$ cat src/rtl/spaced_seed_indexer.sv
module spaced_seed_indexer #(
  parameter int SPAN = 5,
  parameter logic [SPAN-1:0] MASK = 5'b11011,
  parameter int MAX_ENTRIES = 3,
  parameter int ADDR_W = 10
) (
  input  logic              clk,
  input  logic              rst_n,
  input  logic              in_valid,
  output logic              in_ready,
  input  logic [1:0]        in_char,
  input  logic [31:0]       in_pos,
  output logic              mem_req,
  output logic              mem_we,
  output logic [ADDR_W-1:0] mem_addr,
  output logic [31:0]       mem_wdata,
  input  logic [31:0]       mem_rdata,
  input  logic              mem_rvalid,
  output logic              sat_flag
);

  function automatic int count_ones(input logic [SPAN-1:0] m);
    int c;
    c = 0;
    for (int i = 0; i < SPAN; i++) c += int'(m[i]);
    return c;
  endfunction

  localparam int K      = count_ones(MASK);
  localparam int SEED_W = 2 * K;
  localparam int STRIDE = MAX_ENTRIES + 1;
  localparam int FILL_W = $clog2(SPAN + 1);

  typedef enum logic [2:0] {S_IDLE, S_RD, S_WAIT, S_WLEN, S_WPOS} st_t;

  st_t                 st;
  logic [2*SPAN-1:0]   win;
  logic [FILL_W-1:0]   fill;
  logic [31:0]         pos_q;
  logic [31:0]         len_q;
  logic [SEED_W-1:0]   seed;
  logic [ADDR_W-1:0]   base;
  logic                accept;

  assign in_ready = (st == S_IDLE);
  assign accept   = in_valid && in_ready;

  always_comb begin
    int n;
    n = 0;
    seed = '0;
    for (int j = 0; j < SPAN; j++) begin
      if (MASK[j]) begin
        seed[2*n +: 2] = win[2*j +: 2];
        n++;
      end
    end
  end

  assign base = ADDR_W'(seed) * ADDR_W'(STRIDE);

  always_ff @(posedge clk or negedge rst_n) begin
    if (!rst_n) begin
      st       <= S_IDLE;
      win      <= '0;
      fill     <= '0;
      pos_q    <= '0;
      len_q    <= '0;
      sat_flag <= 1'b0;
    end else begin
      case (st)
        S_IDLE: if (accept) begin
          win   <= {win[2*SPAN-3:0], in_char};
          pos_q <= in_pos;
          if (fill != FILL_W'(SPAN)) fill <= fill + 1'b1;
          if (fill >= FILL_W'(SPAN - 1)) st <= S_RD;
        end
        S_RD: st <= S_WAIT;
        S_WAIT: if (mem_rvalid) begin
          len_q <= mem_rdata;
          if (mem_rdata >= 32'(MAX_ENTRIES)) begin
            sat_flag <= 1'b1;
            st       <= S_IDLE;
          end else begin
            st <= S_WLEN;
          end
        end
        S_WLEN: st <= S_WPOS;
        default: st <= S_IDLE;
      endcase
    end
  end

  always_comb begin
    mem_req   = 1'b0;
    mem_we    = 1'b0;
    mem_addr  = base;
    mem_wdata = '0;
    case (st)
      S_RD:   mem_req = 1'b1;
      S_WLEN: begin
        mem_req   = 1'b1;
        mem_we    = 1'b1;
        mem_wdata = len_q + 32'd1;
      end
      S_WPOS: begin
        mem_req   = 1'b1;
        mem_we    = 1'b1;
        mem_addr  = base + ADDR_W'(1) + ADDR_W'(len_q);
        mem_wdata = pos_q;
      end
      default: ;
    endcase
  end

  assert_read_after_accept_R3: assert property (@(posedge clk) disable iff (!rst_n)
    $rose(mem_req && !mem_we) |-> $past(in_valid && in_ready));

  assert_read_aligned_R4: assert property (@(posedge clk) disable iff (!rst_n)
    (mem_req && !mem_we) |-> (mem_addr % ADDR_W'(STRIDE)) == '0);

  assert_len_writeback_R5: assert property (@(posedge clk) disable iff (!rst_n)
    (mem_req && mem_we && !$past(mem_req && mem_we))
      |-> ($past(mem_rvalid) && mem_wdata == $past(mem_rdata) + 32'd1));

  assert_pos_addr_R5: assert property (@(posedge clk) disable iff (!rst_n)
    (mem_req && mem_we && $past(mem_req && mem_we))
      |-> mem_addr == $past(mem_addr) + ADDR_W'(1) + ADDR_W'($past(mem_wdata) - 32'd1));

  assert_no_overflow_R6: assert property (@(posedge clk) disable iff (!rst_n)
    (mem_req && mem_we && !$past(mem_req && mem_we)) |-> $past(mem_rdata) < 32'(MAX_ENTRIES));

  assert_sat_sticky_R6: assert property (@(posedge clk) disable iff (!rst_n)
    $past(sat_flag) |-> sat_flag);

endmodule

$ cat config.mk
export PLATFORM = sky130hd
export DESIGN_NAME = spaced_seed_indexer
export DESIGN_NICKNAME = d
export VERILOG_FILES = /design/src/rtl/spaced_seed_indexer.sv
export SDC_FILE = /design/constraint.sdc
export NUM_CORES = 1
export LEC_CHECK = 0
export BUFFER_PORTS_ARGS = -buffer_cell sky130_fd_sc_hd__clkbuf_2
export CAP_MARGIN = 20
export CORE_MARGIN = 10
export CORE_UTILIZATION = 30
export CTS_CLUSTER_DIAMETER = 200
export DETAILED_ROUTE_END_ITERATION = 10
export PLACE_DENSITY = 0.55
export SKIP_LAST_GASP = 1
export SYNTH_ARGS = -nofsm -noshare
export SYNTH_HDL_FRONTEND = slang
export SYNTH_SLANG_ARGS = --single-unit
$ cat constraint.sdc
create_clock -name clk -period 6.6 [get_ports clk]
set_clock_uncertainty 0.05 [all_clocks]
set_input_delay 1.32 -clock clk [delete_from_list [all_inputs] [get_ports clk]]
set_output_delay 1.32 -clock clk [all_outputs]
set_load 0.05 [all_outputs]
Word-level counts from Yosys, hierarchy flattened
Index checks and enable logic that the tools add are counted.

word-level totals
  register bits = 81
  logic and storage cells = 38
  bits of input ports = 70

operators by class
  equal/unequal tests = 8
  $lt $le $gt $ge = 2
  reductions and logical operators = 9
  add/subtract/negate cells = 4
  muxes and demuxes = 9

operator list
  operator                                                             number
  one-hot mux 32 bit (2 select lines)                                  1
  adder 32 x 1 -> 32 bit (second input constant)                       1
  greater-or-equal comparator 32 x 2 -> 1 bit (second input constant)  1
  one-hot mux 3 bit (4 select lines)                                   1
  adder 10 x 1 -> 10 bit (second input constant)                       1
  adder 10 bit                                                         1
  two-way mux 10 bit                                                   1
  two-way mux 3 bit                                                    3
  AND reduction 3 bit                                                  3
  equality test 3 x 2 -> 1 bit (second input constant)                 2
  != test 2 x 1 -> 1 bit (second input constant)                       2
  AND reduction 2 bit                                                  2
  adder 3 x 1 -> 3 bit (second input constant)                         1
  equality test 3 x 1 -> 1 bit (second input constant)                 1
  equality test 3 bit (second input constant)                          1
  greater-or-equal comparator 3 bit (second input constant)            1
  logical NOT 3 bit                                                    1
  != test 3 bit (second input constant)                                1
  OR reduction 3 bit                                                   1
  two-way mux 1 bit                                                    2
  two-way mux 2 bit                                                    1
  != test 2 bit (second input constant)                                1
  OR reduction 2 bit                                                   1
  logical AND 1 bit                                                    1

Longest topological paths before layout
  depth in word-level cells = 4
  depth in mapped cells = 7

Worst setup path before layout
OpenSTA, ideal clock, no wires.

  kind = flip-flop to output port
  start point = register len_q[2]
  end point = output mem_wdata[21]
  setup slack = 2833 ps
  stages on the path, launching flop included = 7
  arrival time = 2397 ps
  data required time = 5230 ps
  cell sequence = dfrtp_1 -> and3_1 -> and4_1 -> clkbuf_1 -> nand4_1 -> xor2_1 -> o21ai_0

on the way
  word-level cells in the longest chain between the ends = 2

ends and longest elaborated chain
  element                              line  source
  from (decl)                          40    logic [31:0] len_q;
  from (signal assigned)               80    len_q <= mem_rdata;
  adder 32 x 1 -> 32 bit               104   mem_wdata = len_q + 32'd1;
  one-hot mux 32 bit (2 select lines)  99    case (st)
  to (decl)                            16    output logic [31:0] mem_wdata,

No other way between the ends.

Worst setup path in the final report
  start point = register len_q[2]
  end point = output mem_addr[8]

on the way
  word-level cells in the longest chain between the ends = 2

ends and longest elaborated chain
  element             line  source
  adder 10 bit        109   mem_addr = base + ADDR_W'(1) + ADDR_W'(len_q);
  two-way mux 10 bit  99
  to (decl)           15    output logic [ADDR_W-1:0] mem_addr,

No other way between the ends.

==> results.json <==
{
  "crit_required_ns": 5.23,
  "met1_length_mm": 5.84,
  "switching_share_pct": 42.9,
  "routed_wl_mm": 13.6,
  "critPathCaptureType": "primary output",
  "area_growth_pct": 23.4,
  "p_comb_share_pct": 45.6,
  "clock-sinks": 81,
  "antenna_found_initial": 1,
  "avgViaCountPerCell": 5.13,
  "final_layout_size_suffix_gt1_share_pct": 39.1,
  "ys_seq_elements": 81,
  "syn_inst": 445,
  "clkPwrFrac_pct": 18.7,
  "syn_avg_cell_area_sq_um": 10.5,
  "p_total_mw": 2.80,
  "final.setup.tns_ns": 0,
  "dr.max_layer_used": "met4",
  "start_util_pct": 30.6,
  "ant_nets": 0,
  "synth_area_leader_cell": "dfrtp_1",
  "slew_violations": 0,
  "rsz0062_at_grt": "false",
  "fin_crit_sh_pct": 63.9,
  "netlist_area_sq_um": 4650,
  "cts_hold_buffers": 0,
  "synth.area.top_cells": "dfrtp_1, mux2_2, nand2_1, o21ai_0, xor2_1",
  "yosys_warnings": 0,
  "ys_types": 54,
  "power_frac_seq_pct": 35.7,
  "design.core.area_sq_um": 15200,
  "clk_pin_slew_ns": 0.06,
  "max_slew_margin_pct": 42.9,
  "drcViolationCount": 0,
  "crit_type": "flop to primary output",
  "clk_path_buf_depth": 2,
  "route.met2.wl_mm": 6.77,
  "gp_congestion": 0.865,
  "synth.top_cell.area_share_pct": 43.6,
  "clk_latency_ns": 0.33,
  "track_usage_pct": 13.4,
  "setup-violations-final": 0,
  "cap_violations": 0,
  "final_cells": 747,
  "ctsResizeCount": 0,
  "min_period_ns": 4.22,
  "grt_start_max_net_pins": 82,
  "cts_tree": "done",
  "crit_arrival_ns": 2.85,
  "switchingPower_mw": 1.20,
  "hold_violations": 0,
  "dieArea_sq_um": 20900,
  "ios": 116,
  "place.port_buffers": 115,
  "fill_cells": 1570,
  "power.leakage_nw": 2.51,
  "hp-class": "flop to flop",
  "root_buffer": "clkbuf_16",
  "dp_hpwl_mm": 10.5,
  "crit_path_max_fanout": 7,
  "vias": 3831,
  "powerDensity_nw_per_um2": 488,
  "die_y_um": 145,
  "overflow": 0,
  "fp.dieW_um": 145,
  "h-tree-depth": 3,
  "worst_slew_pin_slew_ns": 0.854,
  "nets": 633,
  "dp_cells": 728,
  "drt_iter0_drc": 219,
  "ir_drop_uv": 158,
  "cts_setup_buffers": 0,
  "startpoint_type": "flop",
  "ys_seq_area_share_pct": 43.6,
  "core.rowCount": 45,
  "synth_edf_count": 0,
  "synthesis.nets": 525,
  "wl_per_cell_um": 18.2,
  "firstDrtPassIters": 4,
  "grt_pass1_vias": 4034,
  "cts_buffers": 9,
  "grt_pass1_wl_mm": 21.9,
  "status": "finished, final reports clean",
  "wl_met3_um": 769,
  "synth-main-ff-cell": "dfrtp_1",
  "fmax_ghz": 0.237,
  "p_int_mw": 1.60,
  "async_flop_share_pct": 100
}
[cells by family (layout without fill, tap and decap cells)]
kind of cell	Yosys count	after routing	synth area share, %
AO/OA/AOI/OAI	70	70	9.50
XOR/XNOR	28	28	5.27
adder cells (fa/ha/maj)	10	10	2.69
buffers and inverters	31	144	3.15
flip-flops	81	81	43.6
multiplexers	72	72	17.4
other	0	1	0
AND/OR/NAND/NOR	153	153	18.4
[layout by cell type (no fill, tap or decap), types with 6 or more instances in the layout]
| cell type | synthesis | final |
|---|---|---|
| mux2_2 | 71 | 71 |
| xnor2_1 | 11 | 11 |
| and3_1 | 6 | 6 |
| nor4_1 | 9 | 9 |
| dfrtp_1 | 81 | 81 |
| nand3_1 | 17 | 17 |
| clkbuf_16 | 0 | 9 |
| inv_1 | 9 | 9 |
| o211ai_1 | 6 | 6 |
| o21ai_0 | 31 | 31 |
| xor2_1 | 17 | 17 |
| a21oi_1 | 8 | 8 |
| nor2_1 | 6 | 6 |
| nand2_1 | 56 | 56 |
| nor3_1 | 6 | 6 |
| ha_1 | 10 | 10 |
| nand4_1 | 14 | 14 |
| or4_1 | 6 | 6 |
| clkbuf_2 | 0 | 114 |
[worst max-delay path, stage by stage (launching register included)]
cell       delay [ns]
dfrtp_1          0.44
ha_1             0.38
a21o_1           0.20
a21o_1           0.22
a2111oi_0        0.66
o2111ai_1        0.22
nand3b_1         0.12
clkbuf_2         0.28
[worst paths after layout]
kind,startpoint,to,slack (ns),depth (start not counted)
setup / recovery,len_q[2],mem_addr[8],2.38,7
setup reg to reg,st[1],pos_q[6],4.51,4
max in group asynchronous,rst_n,len_q[11],5.09,2
min in group asynchronous,rst_n,len_q[29],0.79,1
hold / removal,sat_flag,sat_flag,0.43,1
hold reg to reg,sat_flag,sat_flag,0.43,1
[cells in the mapped netlist (3+ instances only)]
library cell  count
a211oi_1          3
nor2_1            6
o21ai_0          31
nor4_1            9
mux2_2           71
a21o_1            4
or4_1             6
xor2_1           17
buf_2             9
nand4_1          14
and2_1            4
nor3b_1           3
inv_1             9
ha_1             10
a22o_1            4
nand3b_1          4
o211ai_1          6
nand2_1          56
xnor2_1          11
and4_1            4
nor3_1            6
nand3_1          17
clkbuf_1         10
and3_1            6
a21oi_1           8
dfrtp_1          81
[routing by layer]
metal / vias to the layer above / global-route usage [%]
met2: 105 / 22.1
met5: - / 0
met1: 1860 / 16.9
met4: 0 / 3.78
li1: 1854 / -
met3: 12 / 3.25
[per-stage QoR]
step | worst slack, ns | utilization [%] | hold WS (ns) | cell area (sq um)
after floorplan | 2.83 | - | 0.418 | 4650
after global placement | 2.86 | 35.3 | 0.414 | 5370
after detailed placement | 2.83 | 35.3 | 0.411 | 5370
after CTS | 2.44 | 37.4 | 0.437 | 5690
after global routing | 2.20 | 37.8 | 0.470 | 5740
final | 2.38 | 37.8 | 0.430 | 5740
[state kept, by name, indices dropped and copies added, names as in the netlist]
signal,cells
fill,3
len_q,32
pos_q,32
sat_flag,1
st,3
win,10
[layout make-up]
type / count / area, sq um / area share (%)
Antenna cell: 1 / 2.50 / 0.0436
Clock buffer: 12 / 267 / 4.64
Tap cell: 188 / 235 / 4.10
Timing Repair Buffer: 119 / 641 / 11.2
Clock inverter: 4 / 50.0 / 0.872
Sequential cell: 81 / 2030 / 35.3
Multi-Input combinational cell: 333 / 2480 / 43.3
Inverter: 9 / 33.8 / 0.589
[power by group through the flow]
| stage | Sequential [mW] | Clock, mW | Combinational, mW |
|---|---|---|---|
| finish | 1.00 | 0.523 | 1.28 |
| global route | 1.05 | 0.559 | 1.40 |
| CTS | 1.00 | 0.539 | 1.29 |
| detailed placement | 1.01 | 0 | 1.28 |
| global placement | 0.998 | 0 | 1.25 |
| floorplan | 0.921 | 0 | 1.02 |
No activity file was read; power rests on OpenSTA's default activity.
